--- src/rtl/pdv_pkg.sv ---
package pdv_pkg;
   // Rate code arithmetic shared by the divider and its checker.
   localparam int unsigned PDV_RATE_W      = 4;
   localparam int unsigned PDV_CNT_W       = 15;
   localparam int unsigned PDV_REMAP_LIMIT = 2;
   localparam int unsigned PDV_REMAP_ADD   = 7;

   typedef enum logic [1:0] {
      PDV_OFF    = 2'b00,
      PDV_DIRECT = 2'b01,
      PDV_REMAP  = 2'b10
   } pdv_mode_e;

   // Effective code after the low-code remap.
   function automatic logic [PDV_RATE_W-1:0] pdv_eff_code(input logic [PDV_RATE_W-1:0] code);
      logic [PDV_RATE_W-1:0] r;
      if (code != '0 && code <= PDV_RATE_W'(PDV_REMAP_LIMIT))
         r = code + PDV_RATE_W'(PDV_REMAP_ADD);
      else
         r = code;
      return r;
   endfunction
endpackage

--- src/rtl/pdv_rate_decode.sv ---
module pdv_rate_decode
   import pdv_pkg::*;
#(
   parameter int unsigned RATE_W      = PDV_RATE_W,
   parameter int unsigned CNT_W       = PDV_CNT_W,
   parameter int unsigned REMAP_LIMIT = PDV_REMAP_LIMIT,
   parameter int unsigned REMAP_ADD   = PDV_REMAP_ADD
) (
   input  logic [RATE_W-1:0] rate_sel,
   input  logic              per_enable,
   output logic              active,
   output pdv_mode_e         mode,
   output logic [CNT_W-1:0]  phase_mask
);
   localparam int unsigned MAX_SHIFT = (1 << RATE_W) - 2;

   if (MAX_SHIFT >= CNT_W) begin : g_bad_width
      $error("pdv_rate_decode: CNT_W too small for RATE_W");
   end
   if (REMAP_LIMIT + REMAP_ADD >= (1 << RATE_W)) begin : g_bad_remap
      $error("pdv_rate_decode: remap exceeds code range");
   end

   logic [RATE_W-1:0] eff_code;
   logic [RATE_W-1:0] shift_amt;

   always_comb begin
      if (rate_sel == '0) begin
         mode     = PDV_OFF;
         eff_code = '0;
      end else if (rate_sel <= RATE_W'(REMAP_LIMIT)) begin
         mode     = PDV_REMAP;
         eff_code = rate_sel + RATE_W'(REMAP_ADD);
      end else begin
         mode     = PDV_DIRECT;
         eff_code = rate_sel;
      end
      shift_amt = (eff_code == '0) ? '0 : eff_code - 1'b1;
      active    = per_enable && (mode != PDV_OFF);
   end

   // One comparator per mask bit: bit i is inside the period field when i < shift.
   for (genvar i = 0; i < CNT_W; i++) begin : g_mask
      assign phase_mask[i] = (i < int'(shift_amt));
   end
endmodule

--- src/rtl/pdv_phase_count.sv ---
module pdv_phase_count #(
   parameter int unsigned CNT_W = 15
) (
   input  logic             clk,
   input  logic             rst_n,
   input  logic             tick_32k,
   output logic [CNT_W-1:0] phase_cnt,
   output logic [CNT_W-1:0] phase_next
);
   if (CNT_W < 2) begin : g_bad_cnt
      $error("pdv_phase_count: CNT_W must be at least 2");
   end

   // Natural wrap at 2**CNT_W.
   assign phase_next = phase_cnt + 1'b1;

   always_ff @(posedge clk or negedge rst_n) begin
      if (!rst_n)
         phase_cnt <= '0;
      else if (tick_32k)
         phase_cnt <= phase_next;
   end
endmodule

--- src/rtl/pdv_flag_gen.sv ---
module pdv_flag_gen #(
   parameter int unsigned CNT_W = 15
) (
   input  logic             clk,
   input  logic             rst_n,
   input  logic             tick_32k,
   input  logic             active,
   input  logic [CNT_W-1:0] phase_next,
   input  logic [CNT_W-1:0] phase_mask,
   input  logic             flag_clr,
   output logic             per_set,
   output logic             irq_req
);
   logic boundary;
   logic hit;

   // The rate is sampled at the tick itself, so a change never replays a boundary.
   assign boundary = ((phase_next & phase_mask) == '0);
   assign hit      = tick_32k && active && boundary;

   always_ff @(posedge clk or negedge rst_n) begin
      if (!rst_n) begin
         per_set <= 1'b0;
         irq_req <= 1'b0;
      end else begin
         per_set <= hit;
         irq_req <= hit || (irq_req && !flag_clr);
      end
   end
endmodule

--- src/rtl/pdv_periodic_irq.sv ---
module pdv_periodic_irq
   import pdv_pkg::*;
#(
   parameter int unsigned RATE_W = PDV_RATE_W,
   parameter int unsigned CNT_W  = PDV_CNT_W
) (
   input  logic              clk,
   input  logic              rst_n,
   input  logic              tick_32k,
   input  logic [RATE_W-1:0] rate_sel,
   input  logic              per_enable,
   input  logic              flag_clr,
   output logic              per_set,
   output logic              irq_req
);
   logic             active;
   pdv_mode_e        mode;
   logic [CNT_W-1:0] phase_mask;
   logic [CNT_W-1:0] phase_cnt;
   logic [CNT_W-1:0] phase_next;

   pdv_rate_decode #(
      .RATE_W      (RATE_W),
      .CNT_W       (CNT_W),
      .REMAP_LIMIT (PDV_REMAP_LIMIT),
      .REMAP_ADD   (PDV_REMAP_ADD)
   ) u_decode (
      .rate_sel   (rate_sel),
      .per_enable (per_enable),
      .active     (active),
      .mode       (mode),
      .phase_mask (phase_mask)
   );

   pdv_phase_count #(.CNT_W(CNT_W)) u_count (
      .clk        (clk),
      .rst_n      (rst_n),
      .tick_32k   (tick_32k),
      .phase_cnt  (phase_cnt),
      .phase_next (phase_next)
   );

   pdv_flag_gen #(.CNT_W(CNT_W)) u_flags (
      .clk        (clk),
      .rst_n      (rst_n),
      .tick_32k   (tick_32k),
      .active     (active),
      .phase_next (phase_next),
      .phase_mask (phase_mask),
      .flag_clr   (flag_clr),
      .per_set    (per_set),
      .irq_req    (irq_req)
   );
endmodule

--- config.mk ---
export PLATFORM = sky130hd
export DESIGN_NAME = pdv_periodic_irq
export DESIGN_NICKNAME = d
export VERILOG_FILES = /design/src/rtl/pdv_pkg.sv /design/src/rtl/pdv_rate_decode.sv /design/src/rtl/pdv_phase_count.sv /design/src/rtl/pdv_flag_gen.sv /design/src/rtl/pdv_periodic_irq.sv
export SDC_FILE = /design/constraint.sdc
export NUM_CORES = 1
export LEC_CHECK = 0
export ABC_AREA = 0
export BUFFER_PORTS_ARGS = -buffer_cell sky130_fd_sc_hd__buf_2
export CORE_ASPECT_RATIO = 1.2
export CORE_UTILIZATION = 40
export DETAILED_ROUTE_END_ITERATION = 6
export PLACE_DENSITY_LB_ADDON = 0.08
export SYNTH_ARGS = -nofsm -noshare
export SYNTH_HDL_FRONTEND = slang
export SYNTH_HIERARCHICAL = 1
export SYNTH_SLANG_ARGS = --single-unit
--- constraint.sdc ---
create_clock -name clk -period 1.8 [get_ports clk]
set_input_delay 0.36 -clock clk [delete_from_list [all_inputs] [get_ports clk]]
set_output_delay 0.36 -clock clk [all_outputs]
set_load 0.1 [all_outputs]
==> results.txt <==
status: complete, but fails checks
failing checks: negative setup slack
Starting Density: 0.414
CTS tree: done
setup violators final: 2
vias: 1628
first-pass GRT wire length: 7310 um
worst slew pin tran: 0.484 ns
wire per inst: 13.7 um
Fin. Hold Viols: 0
CP Max Fanout: 10
DIE WIDTH: 60.1 um
GPL Wtd Cong: 0.854
overall routing resource usage: 0.222
Register Area: 425 um2
Worst R2R Setup Slack: -0.11 ns
clock buffer depth: 2
Die ar.: 4310 um2
Critical Path RT: 2.00 ns
GRT overflow: 0
Iter 0 DRT Violations: 80
commonest non-fill, non-tap cell in the layout: buf_4
CP startpoint kind: primary input
RSZ-0062 raised after global routing: yes
Placed Instances: 297
hold crit path type: in2async
initial antenna violation count: 0
Rows: 25
Sink Count: 17
n_diodes: 0
Pre-antenna DRT Iters: 4
hpwl dp: 3300 um
share of cells above drive strength 1: 0.440
number of vias per cell: 5.32
Peak VDD IR: 0.000814 V
die height: 71.7 um
Worst R2R End: u_flags/irq_req
multi-input logic area: 1180 um2
# IOs: 11
Tmin final: 2.34 ns
max_cap viols: 0
core area: 3910 um2
Final TNS setup: -1.01 ns
Layout Cells excl Fill: 306
Fmax: 0.428 GHz
commonest cells after routing, fill and taps aside: buf_4 (63), dfrtp_1 (17), xor2_1 (14), xnor2_1 (13), nand2_1 (12)
Avg Cell Area, Syn: 8.90 um2
normalized max-slew margin: 0.680
final critical-path share of the clock period: 1.30
Layout Skew: 0.00595 ns
R2R cell count: 8
largest net degree at the start of global routing: 18
Gate Count Post-Synth: 182
CTS Buf Count: 3
Detailed Route WL: 4190 um
Synth Cell Area: 1620 um2
Nets: 267
Residual DRC: 0
growth of design area from synthesis to finish: 45.6%
insertion delay of the later-clocked pin in the worst-skew pair: 0.26 ns
I/O Buffers: 10
fill count: 333
Final WS setup: -0.537 ns
CP Capture Type: flop
leak pwr: 1.10 nW
CTS root buffer: clkbuf_8
Worst-path clk slew: 0.07 ns
Final Slew Violations: 0
r2r startpoint: u_count/phase_cnt[0]
Routed Antenna Nets: 0
Arr. time, crit path: 2.54 ns
synth warn: 6
vias in the first global route: 1613
H-tree levels: 1
Synthesized Nets: 196
class of the most critical setup path: in2reg
PwrDens: 848 nW/um2
==> layout make-up <==
class	instances	area share
multi-input combinational	143	0.500
timing repair buffer	76	0.245
sequential	17	0.180
tap	54	0.0286
inverter	12	0.0255
clock buffer	3	0.0175
clock inverter	1	0.00318
==> sequential cells by signal (all words and copies together) (netlist names) <==
signal	cells
u_flags/per_set	1
u_flags/irq_req	1
u_count/phase_cnt	15
==> metrics by stage <==
stage / hold slack [ns] / power [mW] / util / cell area [um2] / setup WS, ns
after CTS: 0.0280 / 1.99 / 0.593 / 2320 / -0.561
after floorplan: 0.0644 / 1.22 / - / 1710 / -0.695
final: 0.00983 / 2.00 / 0.604 / 2360 / -0.537
after global placement: 0.297 / 1.66 / 0.569 / 2220 / -0.942
after detailed placement: 0.312 / 1.67 / 0.569 / 2220 / -0.975
after global routing: 0.0454 / 2.13 / 0.604 / 2360 / -0.651
==> worst max-delay path by stage <==
stage | startpoint | endpoint | slack [ns] | cells after the start
after detailed placement | rate_sel[0] | u_flags/irq_req | -0.97 | 15
after floorplan | rate_sel[0] | u_flags/irq_req | -0.70 | 14
final | rate_sel[0] | u_flags/irq_req | -0.54 | 13
after global placement | rate_sel[0] | u_flags/irq_req | -0.94 | 15
after global routing | rate_sel[0] | u_flags/irq_req | -0.65 | 16
after CTS | rate_sel[1] | u_flags/irq_req | -0.56 | 14
==> layer usage <==
metal	up-vias	global-route usage	part of all wire
met5	-	0	0
met4	0	0.0879	0.018
met3	6	0.0199	0.020
met2	29	0.392	0.54
met1	785	0.268	0.42
li1	808	-	-
==> report_power, final <==
| group | switching [mW] | total [mW] | internal, mW |
|---|---|---|---|
| combinational | 0.579 | 1.14 | 0.558 |
| clock | 0.147 | 0.303 | 0.156 |
| sequential | 0.0942 | 0.562 | 0.468 |
==> worst max-delay path, stage by stage <==
cell and delay [ns]:
buf_12 0.11, inv_12 0.05, ha_4 0.12, and2b_2 0.23, a221oi_4 0.32, ha_4 0.18, buf_4 0.16, nor2_1 0.08
o2111a_1 0.27, a22oi_1 0.17, nand4_1 0.17, nor4_2 0.20, a21o_1 0.11
==> what timing repair did <==
item / in CTS / in global routing
endpoints found under the setup margin: 2 / 2
hold buffers: 0 / 0
pin swaps: 6 / 2
gates resized for setup: 4 / 8
buffers inserted: 4 / 2
(Power assumes the default switching activity.)
